## src/rtl/hxc_pkg.sv

```systemverilog
package hxc_pkg;

    localparam int BYTE_W = 8;

    typedef enum logic [0:0] {
        TX_EMPTY = 1'b0,
        TX_HELD  = 1'b1
    } tx_state_t;

    typedef enum logic [1:0] {
        H_IDLE  = 2'd0,
        H_READ  = 2'd1,
        H_WRITE = 2'd2
    } hst_state_t;

endpackage

```

## src/rtl/hxc_sync.sv

```systemverilog
module hxc_sync #(
    parameter int STAGES = 2
) (
    input  logic clk,
    input  logic rst_n,
    input  logic d,
    output logic q
);
    logic [STAGES-1:0] chain_q;

    generate
        if (STAGES == 1) begin : g_one
            always_ff @(posedge clk or negedge rst_n) begin
                if (!rst_n) chain_q <= '0;
                else        chain_q <= d;
            end
        end else begin : g_many
            always_ff @(posedge clk or negedge rst_n) begin
                if (!rst_n) chain_q <= '0;
                else        chain_q <= {chain_q[STAGES-2:0], d};
            end
        end
    endgenerate

    assign q = chain_q[STAGES-1];
endmodule

```

## src/rtl/hxc_core_side.sv

```systemverilog
module hxc_core_side
    import hxc_pkg::*;
#(
    parameter int DATA_W     = 24,
    parameter int STATUS_LAG = 2
) (
    input  logic              clk,
    input  logic              rst_n,
    input  logic              wr_en,
    input  logic [DATA_W-1:0] wr_data,
    input  logic              ctl_we,
    input  logic              ctl_ie,
    input  logic              rx_full,
    output logic [DATA_W-1:0] tx_word,
    output logic              xfer,
    output logic              empty_now,
    output logic              empty_seen,
    output logic              irq,
    output logic              overrun,
    output logic              ie
);
    tx_state_t state_q, state_d;
    logic      accept;
    logic      refuse;
    logic [STATUS_LAG-1:0] lag_q;

    // next-state logic
    always_comb begin
        state_d = state_q;
        accept  = 1'b0;
        refuse  = 1'b0;
        xfer    = 1'b0;
        unique case (state_q)
            TX_EMPTY: begin
                if (wr_en) begin
                    accept  = 1'b1;
                    state_d = TX_HELD;      // load
                end
            end
            TX_HELD: begin
                if (wr_en) refuse = 1'b1;
                if (!rx_full) begin
                    xfer    = 1'b1;
                    state_d = TX_EMPTY;     // move
                end
            end
            default: state_d = TX_EMPTY;
        endcase
    end

    // state register
    always_ff @(posedge clk or negedge rst_n) begin
        if (!rst_n) state_q <= TX_EMPTY;
        else        state_q <= state_d;
    end

    // registered outputs and data
    always_ff @(posedge clk or negedge rst_n) begin
        if (!rst_n) begin
            tx_word <= '0;
            overrun <= 1'b0;
            ie      <= 1'b0;
        end else begin
            if (accept) tx_word <= wr_data;
            overrun <= refuse;
            if (ctl_we) ie <= ctl_ie;
        end
    end

    assign empty_now = (state_q == TX_EMPTY);

    generate
        if (STATUS_LAG == 1) begin : g_lag1
            always_ff @(posedge clk or negedge rst_n) begin
                if (!rst_n) lag_q <= '1;
                else        lag_q <= empty_now;
            end
        end else begin : g_lagn
            always_ff @(posedge clk or negedge rst_n) begin
                if (!rst_n) lag_q <= '1;
                else        lag_q <= {lag_q[STATUS_LAG-2:0], empty_now};
            end
        end
    endgenerate

    assign empty_seen = lag_q[STATUS_LAG-1];
    assign irq        = ie & empty_seen;
endmodule

```

## src/rtl/hxc_host_side.sv

```systemverilog
module hxc_host_side
    import hxc_pkg::*;
#(
    parameter int DATA_W      = 24,
    parameter int SYNC_STAGES = 2,
    parameter int ADDR_W      = 2
) (
    input  logic              clk,
    input  logic              rst_n,
    input  logic              dual_mode,
    input  logic              ds_n,
    input  logic              rw,
    input  logic              rd_n,
    input  logic              wr_n,
    input  logic [ADDR_W-1:0] addr,
    input  logic [DATA_W-1:0] tx_word,
    input  logic              xfer,
    output logic [DATA_W-1:0] rx_word,
    output logic              rx_full,
    output logic [BYTE_W-1:0] rdata,
    output logic              rd_low_done
);
    localparam int NBYTES = DATA_W / BYTE_W;
    localparam logic [ADDR_W-1:0] LOW_ADDR  = ADDR_W'(NBYTES - 1);
    localparam logic [ADDR_W-1:0] STAT_ADDR = ADDR_W'(NBYTES);

    logic raw_rd, raw_wr;
    logic rd_s, wr_s;
    logic rd_done;
    logic [ADDR_W-1:0] addr_q;
    hst_state_t h_q, h_d;
    logic [BYTE_W-1:0] byte_at [NBYTES];

    // strobe decoding per mode
    always_comb begin
        if (dual_mode) begin
            raw_rd = ~rd_n;
            raw_wr = ~wr_n;
        end else begin
            raw_rd = ~ds_n & rw;
            raw_wr = ~ds_n & ~rw;
        end
    end

    hxc_sync #(.STAGES(SYNC_STAGES)) u_sync_rd (
        .clk(clk), .rst_n(rst_n), .d(raw_rd), .q(rd_s)
    );
    hxc_sync #(.STAGES(SYNC_STAGES)) u_sync_wr (
        .clk(clk), .rst_n(rst_n), .d(raw_wr), .q(wr_s)
    );

    // next-state logic
    always_comb begin
        h_d     = h_q;
        rd_done = 1'b0;
        unique case (h_q)
            H_IDLE: begin
                if (rd_s)      h_d = H_READ;   // open-read
                else if (wr_s) h_d = H_WRITE;  // open-write
            end
            H_READ: begin
                if (!rd_s) begin
                    h_d     = H_IDLE;          // close
                    rd_done = 1'b1;
                end
            end
            H_WRITE: begin
                if (!wr_s) h_d = H_IDLE;       // close, data discarded
            end
            default: h_d = H_IDLE;
        endcase
    end

    // state register
    always_ff @(posedge clk or negedge rst_n) begin
        if (!rst_n) h_q <= H_IDLE;
        else        h_q <= h_d;
    end

    // access address capture and receive register
    always_ff @(posedge clk or negedge rst_n) begin
        if (!rst_n) begin
            addr_q  <= '0;
            rx_word <= '0;
            rx_full <= 1'b0;
        end else begin
            if (h_q == H_IDLE && rd_s) addr_q <= addr;
            if (xfer) begin
                rx_word <= tx_word;
                rx_full <= 1'b1;
            end else if (rd_low_done) begin
                rx_full <= 1'b0;
            end
        end
    end

    assign rd_low_done = rd_done && (addr_q == LOW_ADDR);

    generate
        for (genvar i = 0; i < NBYTES; i++) begin : g_bytes
            assign byte_at[i] = rx_word[DATA_W-1-BYTE_W*i -: BYTE_W];
        end
    endgenerate

    always_comb begin
        rdata = '0;
        for (int i = 0; i < NBYTES; i++) begin
            if (addr == ADDR_W'(i)) rdata = byte_at[i];
        end
        if (addr == STAT_ADDR) rdata = {{(BYTE_W-1){1'b0}}, rx_full};
    end
endmodule

```

## src/rtl/hxc_top.sv

```systemverilog
module hxc_top
    import hxc_pkg::*;
#(
    parameter int DATA_W      = 24,
    parameter int SYNC_STAGES = 2,
    parameter int STATUS_LAG  = 2,
    parameter int ADDR_W      = $clog2(DATA_W / 8 + 1)
) (
    input  logic              clk,
    input  logic              rst_n,
    input  logic              core_wr_en,
    input  logic [DATA_W-1:0] core_wr_data,
    input  logic              core_ctl_we,
    input  logic              core_ctl_ie,
    output logic              core_empty,
    output logic              core_irq,
    output logic              core_overrun,
    input  logic              host_dual_mode,
    input  logic              host_ds_n,
    input  logic              host_rw,
    input  logic              host_rd_n,
    input  logic              host_wr_n,
    input  logic [ADDR_W-1:0] host_addr,
    output logic [7:0]        host_rdata,
    output logic              host_rxfull
);
    logic [DATA_W-1:0] tx_word;
    logic [DATA_W-1:0] rx_word;
    logic              xfer;
    logic              tx_empty_now;
    logic              ie_q;
    logic              rd_low_done;

    hxc_core_side #(
        .DATA_W(DATA_W), .STATUS_LAG(STATUS_LAG)
    ) u_core (
        .clk(clk), .rst_n(rst_n),
        .wr_en(core_wr_en), .wr_data(core_wr_data),
        .ctl_we(core_ctl_we), .ctl_ie(core_ctl_ie),
        .rx_full(host_rxfull),
        .tx_word(tx_word), .xfer(xfer),
        .empty_now(tx_empty_now), .empty_seen(core_empty),
        .irq(core_irq), .overrun(core_overrun), .ie(ie_q)
    );

    hxc_host_side #(
        .DATA_W(DATA_W), .SYNC_STAGES(SYNC_STAGES), .ADDR_W(ADDR_W)
    ) u_host (
        .clk(clk), .rst_n(rst_n),
        .dual_mode(host_dual_mode),
        .ds_n(host_ds_n), .rw(host_rw),
        .rd_n(host_rd_n), .wr_n(host_wr_n),
        .addr(host_addr),
        .tx_word(tx_word), .xfer(xfer),
        .rx_word(rx_word), .rx_full(host_rxfull),
        .rdata(host_rdata), .rd_low_done(rd_low_done)
    );
endmodule

```

## config.mk

```make
export PLATFORM = sky130hd
export DESIGN_NAME = hxc_top
export DESIGN_NICKNAME = d
export VERILOG_FILES = /design/src/rtl/hxc_pkg.sv /design/src/rtl/hxc_sync.sv /design/src/rtl/hxc_core_side.sv /design/src/rtl/hxc_host_side.sv /design/src/rtl/hxc_top.sv
export SDC_FILE = /design/constraint.sdc
export NUM_CORES = 1
export LEC_CHECK = 0
export ABC_AREA = 1
export CAP_MARGIN = 15
export CELL_PAD_IN_SITES_DETAIL_PLACEMENT = 1
export CELL_PAD_IN_SITES_GLOBAL_PLACEMENT = 1
export CORE_MARGIN = 10
export CORE_UTILIZATION = 50
export CTS_CLUSTER_DIAMETER = 50
export DETAILED_ROUTE_END_ITERATION = 7
export DONT_BUFFER_PORTS = 1
export PLACE_DENSITY_LB_ADDON = 0.15
export SLEW_MARGIN = 25
export SYNTH_ARGS = -nofsm -noshare
export SYNTH_HDL_FRONTEND = slang
export SYNTH_SLANG_ARGS = --single-unit
```

## constraint.sdc

```tcl
create_clock -name clk -period 1.5 [get_ports clk]
set_input_delay 0.225 -clock clk [delete_from_list [all_inputs] [get_ports clk]]
set_output_delay 0.225 -clock clk [all_outputs]
set_load 0.01 [all_outputs]
```

# Yosys cells after proc, flatten, opt, wreduce, memory -nomap -nowiden
# Index checks and enable logic that the tools add are counted.
# classes
eq_ne,9
reduce_logical,6
n_mux,22
n_bitwise,8
# op_table
cell,n
2-to-1 mux 8 bit,4
2-to-1 mux 1 bit,12
"equality test 2 bit, second input constant",4
2-to-1 mux 2 bit,4
case mux 2 bit (3 select lines),1
inverter 1 bit,5
"equality test 2 x 1 -> 1 bit, second input constant",2
zero test 2 bit,2
"inequality test 2 bit, second input constant",2
bitwise AND 1 bit,3
"inequality test 3 bit, second input constant",1
AND reduction 3 bit,1
logical AND 1 bit,2
case mux 1 bit (2 select lines),1
nonzero test 2 bit,1
# word_totals
regBits,62
out_inout_bits,12

# Longest topological paths before layout
# depth
depth_word,5
depth_mapped,6
mapped_depth_nobuf,5

# Cells and area by module
# From an unflattened synthesis, not the netlist that was laid out.
# hier_totals
cells_unflattened,283
hier_area_um2,2514.9
# modules_own_cells
module,cells_each,area_per_inst_um2,instances,seq_area_each_um2
hxc_host_side,159,1277.5,1,725.7
hxc_core_side,120,1137.3,1,728.2
hxc_sync,2,50.0,2,50.0

# Least setup slack after synthesis
# No wires, ideal clock.
# synth_timing
path_kind,register to register
startpoint,reg u_host.rx_full
endpoint,reg u_host.rx_word[8]
required_ps,1383
arrival_ps,969
setup_time_ps,117
stages_incl_launch_ff,7
setup_slack_ps,414
period_less_slack_ps,1086
cell_sequence,dfrtp_1 > inv_1 > nand2_1 > buf_2 > buf_4 > nand2_1 > nand2_1
# synth_between
elab_chain_len,2
# synth_rtl
element,line,source
start: declaration,hxc_host_side.sv:19,"output logic rx_full,"
start signal: assignment,hxc_host_side.sv:85,rx_full <= 1'b0;
start signal: assignment,hxc_host_side.sv:90,rx_full <= 1'b1;
start signal: assignment,hxc_host_side.sv:92,rx_full <= 1'b0;
2-to-1 mux 1 bit,hxc_core_side.sv:42,if (!rx_full) begin
2-to-1 mux 1 bit,hxc_core_side.sv:33,unique case (state_q)
end signal: assignment,hxc_host_side.sv:89,rx_word <= tx_word;
end: declaration,hxc_host_side.sv:18,"output logic [DATA_W-1:0] rx_word,"
# No other way between the ends.
# A chain may end at the register's enable or synchronous reset.

# Worst setup path in the final report
# layout_timing
startpoint,reg u_host.rx_full
endpoint,out host_rdata[0]
# layout_between
elab_chain_len,1
# layout_rtl
element,line,source
2-to-1 mux 8 bit,hxc_host_side.sv:110,"if (addr == STAT_ADDR) rdata = {{(BYTE_W-1){1'b0}}, rx_full};"
end: declaration,hxc_top.sv:24,"output logic [7:0] host_rdata,"
# No other way between the ends.

==> out/metrics.csv <==
metric;value;unit
nets;330;
skew;0.0101;ns
drt-total-wl;6100;microns
critPathCaptureType;primary output;
syn_inst;285;
die_h;90.8;microns
slew_headroom;0.676;
pwr-share-clk;0.253;
path_delay_family;flip-flops;
critPathKind;reg -> out;
syn_nets;321;
drive_above_1_share;0.0970;
total_power;5.71;mW
avgSynthCellArea;8.80;sq um
cts_setup_buffers;0;
grt_max_degree;63;
root_buffer;clkbuf_8;
antenna_cells;0;
die_area;8250;sq um
rows;25;
critPathBufInv;0;
drc;0;
rsz0062_at_grt;no;
grt_pass1_wl;10300;microns
crit_required;1.27;ns
holdBufCountCts;4;
wire_per_inst;16.7;microns
yosys_warnings;0;
dp_hpwl;4490;microns
cp.arrival;1.11;ns
dr.pass1.iters;4;
vias;1861;
cpMaxStageDelayCell;dfrtp_1;
stdcell_count;366;
first_iter_violations;65;
p_sw_frac;0.354;
drv_slew;0;
cts_tree;yes;
grt_util_all_layers;0.158;
dp_cells;346;
finalCoreUtilization;0.591;
crit_chain;nand3_1 > nand4_1;
p_comb_frac;0.256;
p_switching;2.02;mW
violations;negative hold slack;
post-place-ws;0.271;ns
seq_area_frac_synth;0.620;
ant_nets;0;
fin_setup_tns;0;ns
hold_viol;62;
max_freq;751;MHz
synthDistinctLibCells;18;
fin_crit_sh;0.888;
io_pins;48;
placed_cell_area;2590;sq um
fp.dieW;90.8;microns
clkTransAtPathRegs;0.07;ns
cts_resized;0;
design.core.area;4790;sq um
slowest_delay;0.46;ns
syn_area;2510;sq um
p_per_area;2020;nW/um^2
setup_viol;0;
p_seq_frac;0.491;
critPathLaunchType;flip-flop;
max-vdd-ir-drop;1120;uV
timing.final.crit_period;1.33;ns
antenna_found_initial;0;
htree_levels;3;
drv_cap;0;
clockBufferDepth;2;
port_buffers;0;
status;finished with violations;
place.gp.congestion;0.741;
fin_ws;0.168;ns
path_max_fanout;4;
area_growth;12.8;%
p_int;3.69;mW
clk_latency;0.33;ns
worst_pin_slew;0.485;ns
first_global_vias;2117;
ys_ff_latch;62;
grt_overflow_total;0;
cts_buffers;9;
cts_sinks;62;
fin_hold_ws;-0.422;ns
min_path_type;in -> async;
via_per_inst;5.08;
start_util;0.524;
leakage;1.50;nW
design_area;2830;sq um
## routing by layer
layer,GRT usage,routed length [microns],vias to the layer above
li1,-,-,927
met1,0.183,2680,887
met2,0.260,3000,38
met3,0.0407,318,9
met4,0.0888,102,0
met5,0,0,-
## Yosys cell counts, drive strengths merged
cell type / count / area share
nand2: 116 / 0.17
dfrtp: 60 / 0.60
nand3: 51 / 0.10
nor2: 12 / 0.018
a21oi: 4 / 0.0080
nand4: 1 / 0.0025
buf: 9 / 0.022
or2: 1 / 0.0025
mux2: 1 / 0.0045
o21ai: 7 / 0.014
inv: 14 / 0.021
dfstp: 2 / 0.021
o22ai: 2 / 0.0050
clkbuf: 5 / 0.0075
## layout by cell type, fill, tap and decap left out
master / n
nand2_1: 116
dfrtp_1: 60
nand3_1: 51
inv_1: 13
nor2_1: 12
clkbuf_8: 10
o21ai_0: 7
buf_4: 7
a21oi_1: 4
dlygate4sd3_1: 4
clkinv_2: 3
o22ai_1: 2
dfstp_2: 2
nand4_1: 1
inv_2: 1
or2_2: 1
mux2_2: 1
bufinv_16: 1
clkinvlp_4: 1
clkinv_4: 1
buf_12: 1
## worst register-to-register path: stages (launching register included)
cell     delay [ns]
dfrtp_1        0.47
inv_2          0.07
nand2_1        0.18
buf_12         0.19
nor2_1         0.06
a21oi_1        0.12
## path summary, 6_finish.rpt
check | from | endpoint | cells past startpoint | slack, ns
setup / recovery | u_host.rx_full | host_rdata[0] | 2 | 0.17
hold / removal | rst_n | u_host.rx_word[0] | 0 | -0.42
setup reg to reg | u_core.state_q | u_core.tx_word[1] | 5 | 0.32
hold reg to reg | u_host.u_sync_wr.chain_q[0] | u_host.u_sync_wr.chain_q[1] | 0 | 0.35
max in group asynchronous | rst_n | u_core.lag_q[1] | 0 | 1.74
min in group clk | host_rw | u_host.u_sync_rd.chain_q[0] | 2 | 0.03
## power by group through the flow
stage | registers (mW) | clock network [mW] | logic [mW]
floorplan | 2.67 | 0 | 1.15
global placement | 2.77 | 0 | 1.40
detailed placement | 2.82 | 0 | 1.48
CTS | 2.81 | 1.48 | 1.50
global route | 2.88 | 1.58 | 1.71
finish | 2.80 | 1.45 | 1.47
## registers in the layout, summed over array words and instances (netlist names)
| name | flops |
|---|---|
| u_host.h_q | 2 |
| u_host.rx_full | 1 |
| u_host.addr_q | 2 |
| u_core.lag_q | 2 |
| u_core.ie | 1 |
| u_host.rx_word | 24 |
| u_core.tx_word | 24 |
| u_core.state_q | 1 |
| u_core.overrun | 1 |
| u_host.u_sync_rd.chain_q | 2 |
| u_host.u_sync_wr.chain_q | 2 |
## logic make-up (layout without fill, tap and decap cells)
family                 after synthesis  in the layout  synth area share
flip-flops                          62             62             0.620
multiplexers                         1              1           0.00449
buffers and inverters               28             42            0.0504
AND/OR/NAND/NOR                    181            181             0.298
AO/OA/AOI/OAI                       13             13            0.0269
## cell type report
class / instances / area [sq um]
multi-input cells: 195 / 827
fillers: 580 / 1960
well taps: 67 / 83.8
clock buffers: 10 / 138
clock inverters: 6 / 61.3
inverters: 14 / 52.6
repair buffers: 12 / 113
flip-flops and latches: 62 / 1550
No activity file was read; power rests on OpenSTA's default activity.
